### config.mk
export PLATFORM = sky130hd
export DESIGN_NAME = irq_hold_gen
export DESIGN_NICKNAME = d
export VERILOG_FILES = /design/src/rtl/irq_hold_pkg.sv /design/src/rtl/irq_rst_sync.sv /design/src/rtl/irq_evt_edge.sv /design/src/rtl/irq_req_latch.sv /design/src/rtl/irq_evt_counter.sv /design/src/rtl/irq_hold_gen.sv
export SDC_FILE = /design/constraint.sdc
export NUM_CORES = 1
export LEC_CHECK = 0
export BUFFER_PORTS_ARGS = -buffer_cell sky130_fd_sc_hd__buf_2
export CORE_MARGIN = 1
export CORE_UTILIZATION = 25
export DETAILED_ROUTE_END_ITERATION = 6
export GPL_TIMING_DRIVEN = 0
export PLACE_DENSITY_LB_ADDON = 0.15
export SYNTH_ARGS = -nofsm -noshare
export SYNTH_HDL_FRONTEND = slang
export SYNTH_HIERARCHICAL = 1
export SYNTH_SLANG_ARGS = --single-unit
### constraint.sdc
create_clock -name clk -period 0.8 [get_ports clk]
set_input_delay 0.12 -clock clk [delete_from_list [all_inputs] [get_ports clk]]
set_output_delay 0.12 -clock clk [all_outputs]
set_load 0.005 [all_outputs]
### src/rtl/irq_hold_pkg.sv
package irq_hold_pkg;
  localparam int ADDR_W = 2;
  typedef logic [ADDR_W-1:0] reg_addr_t;
  localparam reg_addr_t ADDR_CTRL  = 2'd0;
  localparam reg_addr_t ADDR_CLEAR = 2'd1;
  localparam reg_addr_t ADDR_COUNT = 2'd2;
endpackage

### src/rtl/irq_rst_sync.sv
module irq_rst_sync #(
  parameter int STAGES = 2
) (
  input  logic clk,
  input  logic arst_n,
  output logic rst_n_o
);
  logic [STAGES-1:0] sh_q;
  logic [STAGES-1:0] sh_d;

  always_comb begin
    sh_d = {sh_q[STAGES-2:0], 1'b1};
  end

  always_ff @(posedge clk or negedge arst_n) begin
    if (!arst_n) sh_q <= '0;
    else         sh_q <= sh_d;
  end

  assign rst_n_o = sh_q[STAGES-1];
endmodule

### src/rtl/irq_evt_edge.sv
module irq_evt_edge #(
  parameter int N_SRC       = 4,
  parameter int SYNC_STAGES = 2
) (
  input  logic             clk,
  input  logic             rst_n,
  input  logic [N_SRC-1:0] evt_async,
  output logic             rise_o
);
  localparam int LAST = SYNC_STAGES - 1;
  logic [N_SRC-1:0] rise_vec;

  for (genvar s = 0; s < N_SRC; s++) begin : g_src
    logic [SYNC_STAGES-1:0] chain_q, chain_d;
    logic                   prev_q, prev_d;

    always_comb begin
      chain_d = {chain_q[SYNC_STAGES-2:0], evt_async[s]};
      prev_d  = chain_q[LAST];
    end

    always_ff @(posedge clk or negedge rst_n) begin
      if (!rst_n) begin
        chain_q <= '0;
        prev_q  <= 1'b0;
      end else begin
        chain_q <= chain_d;
        prev_q  <= prev_d;
      end
    end

    assign rise_vec[s] = chain_q[LAST] & ~prev_q;
  end

  assign rise_o = |rise_vec;
endmodule

### src/rtl/irq_req_latch.sv
module irq_req_latch (
  input  logic clk,
  input  logic rst_n,
  input  logic set_i,
  input  logic clr_i,
  output logic irq_n_o,
  output logic new_o
);
  logic req_q, req_d;

  always_comb begin
    req_d = req_q;
    if (set_i)      req_d = 1'b1;
    else if (clr_i) req_d = 1'b0;
  end

  always_ff @(posedge clk or negedge rst_n) begin
    if (!rst_n) req_q <= 1'b0;
    else        req_q <= req_d;
  end

  assign irq_n_o = ~req_q;
  assign new_o   = set_i & ~req_q;
endmodule

### src/rtl/irq_evt_counter.sv
module irq_evt_counter #(
  parameter int CNT_W = 16
) (
  input  logic             clk,
  input  logic             rst_n,
  input  logic             inc_i,
  output logic [CNT_W-1:0] cnt_o
);
  logic [CNT_W-1:0] cnt_q, cnt_d;

  always_comb begin
    cnt_d = cnt_q;
    if (inc_i) cnt_d = cnt_q + 1'b1;
  end

  always_ff @(posedge clk or negedge rst_n) begin
    if (!rst_n) cnt_q <= '0;
    else        cnt_q <= cnt_d;
  end

  assign cnt_o = cnt_q;
endmodule

### src/rtl/irq_hold_gen.sv
module irq_hold_gen
  import irq_hold_pkg::*;
#(
  parameter int N_SRC  = 4,
  parameter int CNT_W  = 16,
  parameter int DATA_W = 16
) (
  input  logic                clk,
  input  logic                cpu_rst_n,
  input  logic                por_n,
  input  logic [N_SRC-1:0]    evt_async,
  input  logic                wr_stb,
  input  logic [ADDR_W-1:0]   wr_addr,
  input  logic                wr_bit,
  input  logic [ADDR_W-1:0]   rd_addr,
  output logic [DATA_W-1:0]   rd_data,
  output logic                irq_n
);
  logic             rst_req_n;
  logic             rst_cnt_n;
  logic             rise_any;
  logic             en_q, en_d;
  logic             set_eff;
  logic             clr_hit;
  logic             new_req;
  logic [CNT_W-1:0] cnt_q;

  irq_rst_sync #(.STAGES(2)) u_rs_req (
    .clk(clk), .arst_n(cpu_rst_n), .rst_n_o(rst_req_n));
  irq_rst_sync #(.STAGES(2)) u_rs_cnt (
    .clk(clk), .arst_n(por_n), .rst_n_o(rst_cnt_n));

  irq_evt_edge #(.N_SRC(N_SRC), .SYNC_STAGES(2)) u_edge (
    .clk(clk), .rst_n(rst_req_n), .evt_async(evt_async), .rise_o(rise_any));

  always_comb begin
    en_d = en_q;
    if (wr_stb && wr_addr == ADDR_CTRL) en_d = wr_bit;
  end

  always_ff @(posedge clk or negedge rst_req_n) begin
    if (!rst_req_n) en_q <= 1'b0;
    else            en_q <= en_d;
  end

  assign set_eff = rise_any & en_q;
  assign clr_hit = wr_stb & (wr_addr == ADDR_CLEAR) & wr_bit;

  irq_req_latch u_latch (
    .clk(clk), .rst_n(rst_req_n), .set_i(set_eff), .clr_i(clr_hit),
    .irq_n_o(irq_n), .new_o(new_req));

  irq_evt_counter #(.CNT_W(CNT_W)) u_cnt (
    .clk(clk), .rst_n(rst_cnt_n), .inc_i(new_req), .cnt_o(cnt_q));

  always_comb begin
    rd_data = '0;
    case (rd_addr)
      ADDR_CTRL:  rd_data[0] = en_q;
      ADDR_COUNT: rd_data[CNT_W-1:0] = cnt_q;
      default:    rd_data = '0;
    endcase
  end
endmodule

==> results.ini, run 1 <==
[outcome]
status = finished, violations left
violations = negative setup slack

[drt]
first_pass_iters = 4
wl_met1_mm = 1.22
drt_iter0_drc = 52
routed_wl_mm = 2.92
wl_per_cell_um = 11.6
num_vias = 1025
ant_nets = 0
dr.max_layer_used = met4
viasPerCell = 4.05
dr_wl_met2_mm = 1.52
drc = 0
met3_length_um = 124

[die]
core_area_um2 = 5240
die_area_um2 = 5870
die_w_um = 76.6
initial_core_util_pct = 26.6
rows = 26
io_pins = 30
die_h_um = 76.6

[synth]
yosysWarnings = 6
avgSynthCellArea_um2 = 13.0
ys_seq_elements = 34
syn_nets = 121
yosysSeqAreaShare_pct = 61.1
synth_cells = 107
ys_types = 28
syn_area_um2 = 1390

[global_routing]
antenna_found_initial = 0
overflow = 0
grt_max_degree = 17
grt_pass1_vias = 1029
grt_pass1_wl_mm = 4.75
grt_usage_pct = 10.8

[critical_path]
r2r_end = u_cnt/cnt_o[13]
worstSetupStartpointType = flip-flop
r2r-start = u_edge/g_src[1].prev_q
path_class = reg -> reg
cp-end-kind = flip-flop
rrSetupSlack_ns = -0.91
cp.arrival_ns = 1.92
crit_required_ns = 1.01
r2r_cells = 7
cp_max_fo = 5

[clock_network]
clk_pin_slew_worst_paths_ns = 0.07
root_buffer = clkbuf_8
worstSkewPairLatency_ns = 0.28
cts_num_sinks = 34
htreeDepth = 2
cts_tree = done
clockBufferDepth = 2
cts_made_buffers = 5

[cells_and_area]
area_growth_syn_to_layout_pct = 58.0
drive_gt1_share_pct = 57.4
nets = 197
insertedDiodeCount = 0
layout.cells.non_filler = 253
final_common_cell = dfrtp_1
layout_common_cells = dfrtp_1 (29), buf_4 (28), buf_6 (18), buf_2 (18), and2_4 (13)

[pwr]
ir_worst_vdd_v = 0.000689
p_sw_share_pct = 25.5
comb_power_share_pct = 15.7
netSwitchingPower_uw = 969
p_per_area_nw_per_um2 = 1730
p_seq_share_pct = 53.2
p_int_mw = 2.83
power.clock.fraction_pct = 31.1
total_leakage_power_nw = 1.13

[placement]
dp_hpwl_mm = 1.73
dp.cells = 206
io_buffers = 29
place.gp.congestion = 0.729

[timing]
timing.fmax_mhz = 585
timing.final.crit_share_pct = 214
hold_slack_ns = 0.0826
tns_ns = -18.38
maxSlewViolCount = 0
setup_ws_ns = -0.908
max_slew_margin_pct = 64.8
finClkSkew_ns = 0.00580
tightest_slew_ns = 0.528
layout_min_cycle_time_ns = 1.71
setup_viol = 34
hold_viol = 0
rsz0062_at_grt = yes

[run]
cap_violations = 0

[worst_hold_path]
whs_path_depth = 2
worstHoldStart = wr_bit
holdPathEnd = en_q
hp-class = in -> reg

critical path, stage by stage (launching register included):
cell	delay, ns
dfrtp_1	0.37
nand2b_4	0.13
o2111ai_2	0.07
and2_4	0.16
and2b_2	0.18
nand4_4	0.14
nor4_1	0.43
xnor2_1	0.16
cell type report:
class	count	area [µm²]
Inverter	3	13.8
Tap cell	70	87.6
Sequential cell	34	857
Clock buffer	5	68.8
Timing Repair Buffer	69	552
Multi-Input combinational cell	69	599
Fill cell	505	3040
Clock inverter	2	10.0
Buffer	1	11.3
kinds of logic after synthesis:
logic type,synth area share (%)
other,0.539
xor gates and xnor gates,9.43
muxes,2.34
buffers and inverters,1.62
DFF,61.1
adders and majority gates,0.898
and+or+nand+nor,22.5
AOI/OAI and AO/OA,1.62
worst max path at each step:
stage                          startpoint  slack, ns  depth (start not counted)              end
5_1_grt        u_edge/g_src[3].chain_q[1]      -1.00                          9   u_cnt/cnt_o[7]
3_5_place_dp       u_edge/g_src[0].prev_q      -1.03                          8  u_cnt/cnt_o[12]
4_1_cts            u_edge/g_src[2].prev_q      -0.94                          8  u_cnt/cnt_o[12]
2_1_floorplan      u_edge/g_src[2].prev_q      -0.82                          8  u_cnt/cnt_o[12]
6_report           u_edge/g_src[1].prev_q      -0.91                          7  u_cnt/cnt_o[13]
3_3_place_gp       u_edge/g_src[2].prev_q      -1.04                          8  u_cnt/cnt_o[12]
repair_timing:
item / CTS / global route
hold buffers: 6 / 0
gates resized for setup: 31 / 17
endpoints found under the setup margin: 34 / 50
setup buffers: 20 / 16
hold endpoints to repair: 8 / 0
pin swaps: 4 / 11
registers in the layout, summed over array words and instances, names as in the netlist:
name,count
u_cnt/cnt_o,16
u_latch/req_q,1
en_q,1
u_rs_cnt/sh_q,2
u_rs_req/sh_q,2
u_edge/g_src.prev_q,4
u_edge/g_src.chain_q,8
synth_stat cells:
| cell | instances | area share (%) |
|---|---|---|
| dfrtp_1 | 34 | 61 |
| and2_2 | 11 | 5.9 |
| xnor2_1 | 9 | 5.7 |
| xor2_1 | 6 | 3.8 |
| and2_1 | 5 | 2.2 |
| nand2_1 | 5 | 1.3 |
| nand3_1 | 5 | 1.8 |
| nor2_1 | 4 | 1.1 |
| inv_1 | 3 | 0.81 |
| nand2b_1 | 3 | 1.3 |
| nand4_1 | 3 | 1.3 |
| conb_1 | 2 | 0.54 |
| nor3_2 | 2 | 1.4 |
| and2b_2 | 1 | 0.63 |
| and3_1 | 1 | 0.45 |
| and4_1 | 1 | 0.63 |
| and4b_1 | 1 | 0.72 |
| buf_6 | 1 | 0.81 |
| ha_1 | 1 | 0.90 |
| mux2_1 | 1 | 0.81 |
| mux2_2 | 1 | 0.81 |
| mux2i_1 | 1 | 0.72 |
| nand4_4 | 1 | 1.5 |
| nor2b_4 | 1 | 0.99 |
| nor3b_1 | 1 | 0.54 |
| nor4_1 | 1 | 0.45 |
| o2111ai_2 | 1 | 1.1 |
| o21bai_1 | 1 | 0.54 |
stage by stage:
step / util, % / setup slack, ns / area [µm²] / total power, mW
floorplan: - / -0.824 / 1410 / 2.21
CTS: 38.9 / -0.939 / 2040 / 3.67
finish: 42.0 / -0.908 / 2200 / 3.80
global route: 42.0 / -1.00 / 2200 / 4.03
detailed placement: 31.4 / -1.03 / 1650 / 2.36
global placement: 31.4 / -1.04 / 1650 / 2.35
power groups by stage:
stage	Clock (mW)	Sequential, mW	Combinational, mW
2_1_floorplan	0	2.01	0.203
3_3_place_gp	0	2.06	0.292
3_5_place_dp	0	2.06	0.296
4_1_cts	1.23	2.03	0.413
5_1_grt	1.32	2.05	0.658
6_report	1.18	2.02	0.596
per-layer routing:
layer	vias to the layer above	track usage, %
met2	19	18.0
met3	6	4.07
li1	498	-
met1	502	11.8
met5	-	0
met4	0	5.77
Note: power is estimated with default switching activity, not from simulation.
==> run 2, diff against run 1 <==
CORE_MARGIN = 2   (was 1)
PLACE_DENSITY = 0.56   (was not set)
PLACE_DENSITY_LB_ADDON = not set   (was 0.15)
==> run 2 against run 1 <==
The flow still finishes with violations (negative setup slack). First-iteration DRC count decreased by 7.7%. Worst setup slack lost 0.075 ns. Largest cell class unchanged. Sequential share of layout area rose by 1.2 points. Die area increased by 5.3%. Power down 2.1%. Sequential power about the same. Hold slack improved by 0.0068 ns. Clock skew is 0.00073 ns lower. Largest power group unchanged.
==> results.ini, run 2 (synthesis gave the netlist of run 1 again) <==
[timing]
tightest_slew_ns = 0.668  ; +0.140 ns
maxSlewViolCount = 0  ; unchanged
timing.final.crit_share_pct = 223  ; +9.4 points
setup_ws_ns = -0.984  ; -0.0755 ns
layout_min_cycle_time_ns = 1.78  ; +0.0755 ns
setup_viol = 34  ; unchanged
max_slew_margin_pct = 55.4  ; -9.4 points
timing.fmax_mhz = 561  ; -4.2%
tns_ns = -18.27  ; +0.114 ns
rsz0062_at_grt = yes
finClkSkew_ns = 0.00507  ; -0.000731 ns
hold_viol = 0  ; unchanged

[placement]
place.gp.congestion = 0.677  ; -7.1%
dpl-instance-area_um2 = 1650  ; +0.15%
dp_hpwl_mm = 1.71  ; -1.3%
dpl_worst_slack_ns = -1.04  ; -0.0102 ns
io_buffers = 29  ; unchanged

[pwr]
ir_worst_vdd_v = 0.00129  ; +88%
p_per_area_nw_per_um2 = 1740  ; +1.1%
total_leakage_power_nw = 1.09  ; -3.6%
power_mw = 3.71  ; -2.1%

[die]
io_pins = 30  ; unchanged
die_h_um = 78.6  ; +2.6%
die_area_um2 = 6180  ; +5.3%
die_w_um = 78.6  ; +2.6%
rows = 27  ; +3.8%
initial_core_util_pct = 25.6  ; -0.98 points
core_area_um2 = 5440  ; +3.8%

[critical_path]
cp-end-kind = flip-flop
r2r_cells = 9  ; +2
rrSetupSlack_ns = -0.98  ; -0.08 ns
r2r-start = u_edge/g_src[0].prev_q
cp.arrival_ns = 1.98  ; +0.06 ns
path_class = reg -> reg
crit_required_ns = 1.00  ; about the same
r2r_end = u_cnt/cnt_o[9]
cp_max_fo = 5  ; unchanged
worstSetupStartpointType = flip-flop

[clock_network]
cts_tree = done
worstSkewPairLatency_ns = 0.28  ; about the same
clockBufferDepth = 2  ; unchanged
htreeDepth = 2  ; unchanged
cts_num_sinks = 34  ; unchanged
cts_made_buffers = 5  ; unchanged
clk_pin_slew_worst_paths_ns = 0.06  ; about the same
root_buffer = clkbuf_8

[drt]
routed_wl_mm = 2.80  ; -4.1%
dr_wl_met2_mm = 1.49  ; -2.4%
wl_met1_mm = 1.20  ; -1.5%
met3_length_um = 105  ; -15%
viasPerCell = 4.04  ; -0.26%
first_pass_iters = 4  ; unchanged
dr.max_layer_used = met4
drt_iter0_drc = 48  ; -7.7%
drc = 0  ; unchanged
ant_nets = 0  ; unchanged
wl_per_cell_um = 11.5  ; -0.60%
num_vias = 986  ; -3.8%

[cells_and_area]
area_growth_syn_to_layout_pct = 52.9
nets = 186  ; -5.6%
drive_gt1_share_pct = 52.9  ; -4.5 points
final_common_cell = dfrtp_1
layout_common_cells = dfrtp_1 (30), buf_6 (19), buf_2 (17), buf_4 (17), and2_4 (12)
fin_area_um2 = 2130  ; -3.2%
insertedDiodeCount = 0  ; unchanged
largest_reg_flops = 16  ; unchanged

[global_routing]
grt_pass1_wl_mm = 4.47  ; -5.8%
grt_max_degree = 17  ; unchanged
antenna_found_initial = 0  ; unchanged
grt_usage_pct = 9.51  ; -1.3 points
overflow = 0  ; unchanged
grt_pass1_vias = 992  ; -3.6%

[run]
cap_violations = 0  ; unchanged

[worst_hold_path]
holdPathEnd = en_q
whs_path_depth = 2  ; unchanged
hp-class = in -> reg
worstHoldStart = wr_bit

[outcome]
violations = negative setup slack
status = finished, violations left

[run 2: worst max path at each step]
stage                           start               to  slack (ns)  cells past startpoint
2_1_floorplan  u_edge/g_src[2].prev_q  u_cnt/cnt_o[12]       -0.82                      8
3_3_place_gp   u_edge/g_src[2].prev_q  u_cnt/cnt_o[12]       -0.99                      8
3_5_place_dp   u_edge/g_src[2].prev_q  u_cnt/cnt_o[12]       -1.04                      8
4_1_cts        u_edge/g_src[0].prev_q  u_cnt/cnt_o[12]       -0.95                      8
5_1_grt        u_edge/g_src[0].prev_q   u_cnt/cnt_o[9]       -1.12                      9
6_report       u_edge/g_src[0].prev_q   u_cnt/cnt_o[9]       -0.98                      9
[run 2: layout make-up]
class / count / area (µm²)
fill: 521 / 3310
sequential: 34 / 856
multi-input combinational: 69 / 609
timing repair buffer: 58 / 475
tap: 72 / 90.1
clock buffer: 7 / 76.3
buffer: 1 / 11.3
inverter: 3 / 11.3
[run 2: stage by stage]
stage	utilization, %	std cells	hold slack (ns)
2_1_floorplan	-	107	-0.176
3_3_place_gp	30.3	208	-0.0956
3_5_place_dp	30.3	208	-0.0945
4_1_cts	36.9	237	0.0791
5_1_grt	39.2	244	0.0794
6_report	39.2	244	0.0894
[run 2: worst max-delay path, cell delays in order (launching register included)]
cell and delay, ns:
dfrtp_1 0.36, nand2b_4 0.13, o2111ai_2 0.07, and2_4 0.16, and2b_2 0.18, nand4_4 0.13
buf_6 0.16, nor3_4 0.20, buf_4 0.16, xor2_2 0.14
[run 2: repair_timing]
item / 4_1_cts / 5_1_grt
setup endpoints to repair: 34 / 51
hold buffers: 6 / 0
gates resized for setup: 28 / 19
setup buffers: 16 / 9
hold endpoints to repair: 8 / 0
pin swaps: 5 / 8
[run 2: report_power, final]
group | switching [mW] | total [mW] | leakage (nW) | internal, mW
sequential | 0.179 | 2.04 | 0.417 | 1.86
clock | 0.557 | 1.16 | 0.0383 | 0.598
combinational | 0.201 | 0.518 | 0.637 | 0.317
[run 2: routing by layer]
layer | up-vias | track usage [%]
met4 | 0 | 5.09
met5 | - | 0
li1 | 474 | -
met2 | 27 | 15.0
met1 | 483 | 11.2
met3 | 2 | 3.56
==> run 3, diff against run 2 <==
SKIP_LAST_GASP = 1   (was not set)
clock period = 1.5 ns   (was 0.8 ns; I/O delays follow)
==> run 3 against run 2 <==
The run still ends with negative setup slack left. Worst setup slack gained 0.71 ns. Sequential power is 47% lower. Combinational power fell by 63%. Non-clock buffer count fell by 17. Routed wire length fell by 5.1%. Cell count shrank 6.6%. Sequential share of layout area up 3.2 points. First-iteration DRC count fell by 44%. Die area unchanged. Core utilization is 3.1 points lower. Fmax rose by 0.79%. Via count shrank 6.4%.
==> results.ini, run 3 (synthesis gave the netlist of run 1 again) <==
[outcome]
status = finished, violations left
violations = negative setup slack

[clock_network]
htreeDepth = 2  ; unchanged
cts_num_sinks = 34  ; unchanged
root_buffer = clkbuf_8
clockBufferDepth = 2  ; unchanged
cts_made_buffers = 5  ; unchanged
cts_tree = done
clk_pin_slew_worst_paths_ns = 0.07  ; about the same
worstSkewPairLatency_ns = 0.28  ; about the same

[critical_path]
worst-path-buf-inv = 2  ; unchanged
path_cells = nand2b_4, o2111ai_2, and2_4, and2b_2, nand4_4, buf_4, buf_6, nor4_4, xnor2_1
rrSetupSlack_ns = -0.27  ; +0.71 ns
cp-end-kind = flip-flop
cp.arrival_ns = 1.98  ; about the same
path_class = reg -> reg
crit_family = simple AND/OR/NAND/NOR gates
cp_slowest_cell = dfrtp_1
worstSetupStartpointType = flip-flop
cp.depth = 9  ; unchanged
r2r_cells = 9  ; unchanged
r2r-start = u_edge/g_src[2].prev_q
cp_max_fo = 5  ; unchanged
crit_path_max_incr_delay_ns = 0.36  ; about the same
r2r_end = u_cnt/cnt_o[13]
crit_required_ns = 1.71  ; +0.71 ns

[die]
rows = 27  ; unchanged
die_w_um = 78.6  ; unchanged
die_h_um = 78.6  ; unchanged
io_pins = 30  ; unchanged
die_area_um2 = 6180  ; unchanged
core_area_um2 = 5440  ; unchanged
initial_core_util_pct = 25.6  ; unchanged

[run]
cap_violations = 0  ; unchanged

[placement]
dp_hpwl_mm = 1.85  ; +8.2%
dpl_worst_slack_ns = -0.328  ; +0.714 ns
io_buffers = 29  ; unchanged
place.gp.congestion = 0.709  ; +4.7%

[global_routing]
grt_pass1_vias = 950  ; -4.2%
grt_max_degree = 17  ; unchanged
grt_pass1_wl_mm = 4.26  ; -4.8%
overflow = 0  ; unchanged
grt_usage_pct = 9.02  ; -0.49 points
antenna_found_initial = 0  ; unchanged

[cells_and_area]
final_core_util_pct = 36.1  ; -3.1 points
drive_gt1_share_pct = 49.4  ; -3.5 points
register_area_um2 = 851  ; -0.58%
nFillCells = 536  ; +2.9%
nets = 169  ; -9.1%
multiInputGateArea_um2 = 614  ; +0.82%
largest_reg_flops = 16  ; unchanged
final_common_cell = dfrtp_1
insertedDiodeCount = 0  ; unchanged
layout_common_cells = dfrtp_1 (34), buf_2 (29), and2_2 (11)
area_growth_syn_to_layout_pct = 41.0

[drt]
drt_iter0_drc = 27  ; -44%
wl_per_cell_um = 11.7  ; +1.6%
first_pass_iters = 4  ; unchanged
viasPerCell = 4.05  ; +0.18%
ant_nets = 0  ; unchanged
routed_wl_mm = 2.66  ; -5.1%
drc = 0  ; unchanged
num_vias = 923  ; -6.4%

[timing]
hold_viol = 0  ; unchanged
setup_viol = 14  ; -59%
timing.fmax_mhz = 565  ; +0.79%
layout_min_cycle_time_ns = 1.77  ; -0.0140 ns
hold_slack_ns = 0.0486  ; -0.0407 ns
timing.final.crit_share_pct = 118  ; -100 points
tns_ns = -2.36  ; +15.91 ns
rsz0062_at_grt = yes
finClkSkew_ns = 0.00490  ; -0.000176 ns
max_slew_margin_pct = 58.3  ; +2.9 points
maxSlewViolCount = 0  ; unchanged
tightest_slew_ns = 0.626  ; -0.0428 ns
setup_ws_ns = -0.270  ; +0.714 ns

[pwr]
ir_worst_vdd_v = 0.000621  ; -52%
power_mw = 2.28  ; -39%
p_per_area_nw_per_um2 = 1160  ; -33%
total_leakage_power_nw = 1.04  ; -4.6%

[worst_hold_path]
holdPathEnd = u_edge/g_src[2].chain_q[0]
hp-class = in -> reg
worstHoldStart = evt_async[2]
whs_path_depth = 1  ; -1

==> run 3: cell count changes in the layout (fill, tap and decap cells not counted), moves of 9 or more <==
cell,delta
and2_2,+11
and2_4,-11
buf_2,+12
buf_4,-9
buf_6,-16
==> run 3: layer usage <==
layer	global-route usage, %	share of wire, %	up-vias
li1	-	-	444
met5	0	0	-
met1	10.9	43	441
met3	3.56	6.8	7
met4	4.56	2.1	0
met2	13.8	48	31
==> run 3: area by class of cell <==
cell class / count / area share [%]
Sequential cell: 34 / 43.3
Clock inverter: 3 / 3.51
Inverter: 3 / 0.574
Timing Repair Buffer: 41 / 12.6
Multi-Input combinational cell: 69 / 31.3
Clock buffer: 5 / 3.51
Tap cell: 72 / 4.59
Buffer: 1 / 0.574
==> run 3: worst max-delay path by stage <==
stage	end	start
2_1_floorplan	u_cnt/cnt_o[12]	u_edge/g_src[2].prev_q
3_3_place_gp	u_cnt/cnt_o[12]	u_edge/g_src[2].prev_q
3_5_place_dp	u_cnt/cnt_o[12]	u_edge/g_src[2].prev_q
4_1_cts	u_cnt/cnt_o[12]	u_edge/g_src[2].prev_q
5_1_grt	u_cnt/cnt_o[12]	u_edge/g_src[2].prev_q
6_report	u_cnt/cnt_o[13]	u_edge/g_src[2].prev_q
==> run 3: timing repair <==
item                       CTS  global route
setup endpoints to repair   11            14
pin swaps                    2            10
hold endpoints to repair     4             0
cloned                       0             0
gates resized for setup      5            11
buffers inserted             5             5
hold buffers                 2             0
==> run 3: metrics by stage <==
stage,cell area [µm²],cells
5_1_grt,1960,228
3_3_place_gp,1650,208
2_1_floorplan,1410,107
4_1_cts,1870,223
3_5_place_dp,1650,208
6_report,1960,228
==> run 3: where the power goes <==
part	internal, mW	total, mW	leakage, nW	switching [mW]
sequential	0.984	1.08	0.422	0.0920
combinational	0.112	0.193	0.551	0.0813
clock	0.666	1.01	0.0683	0.342
total	1.76	2.28	1.04	0.515
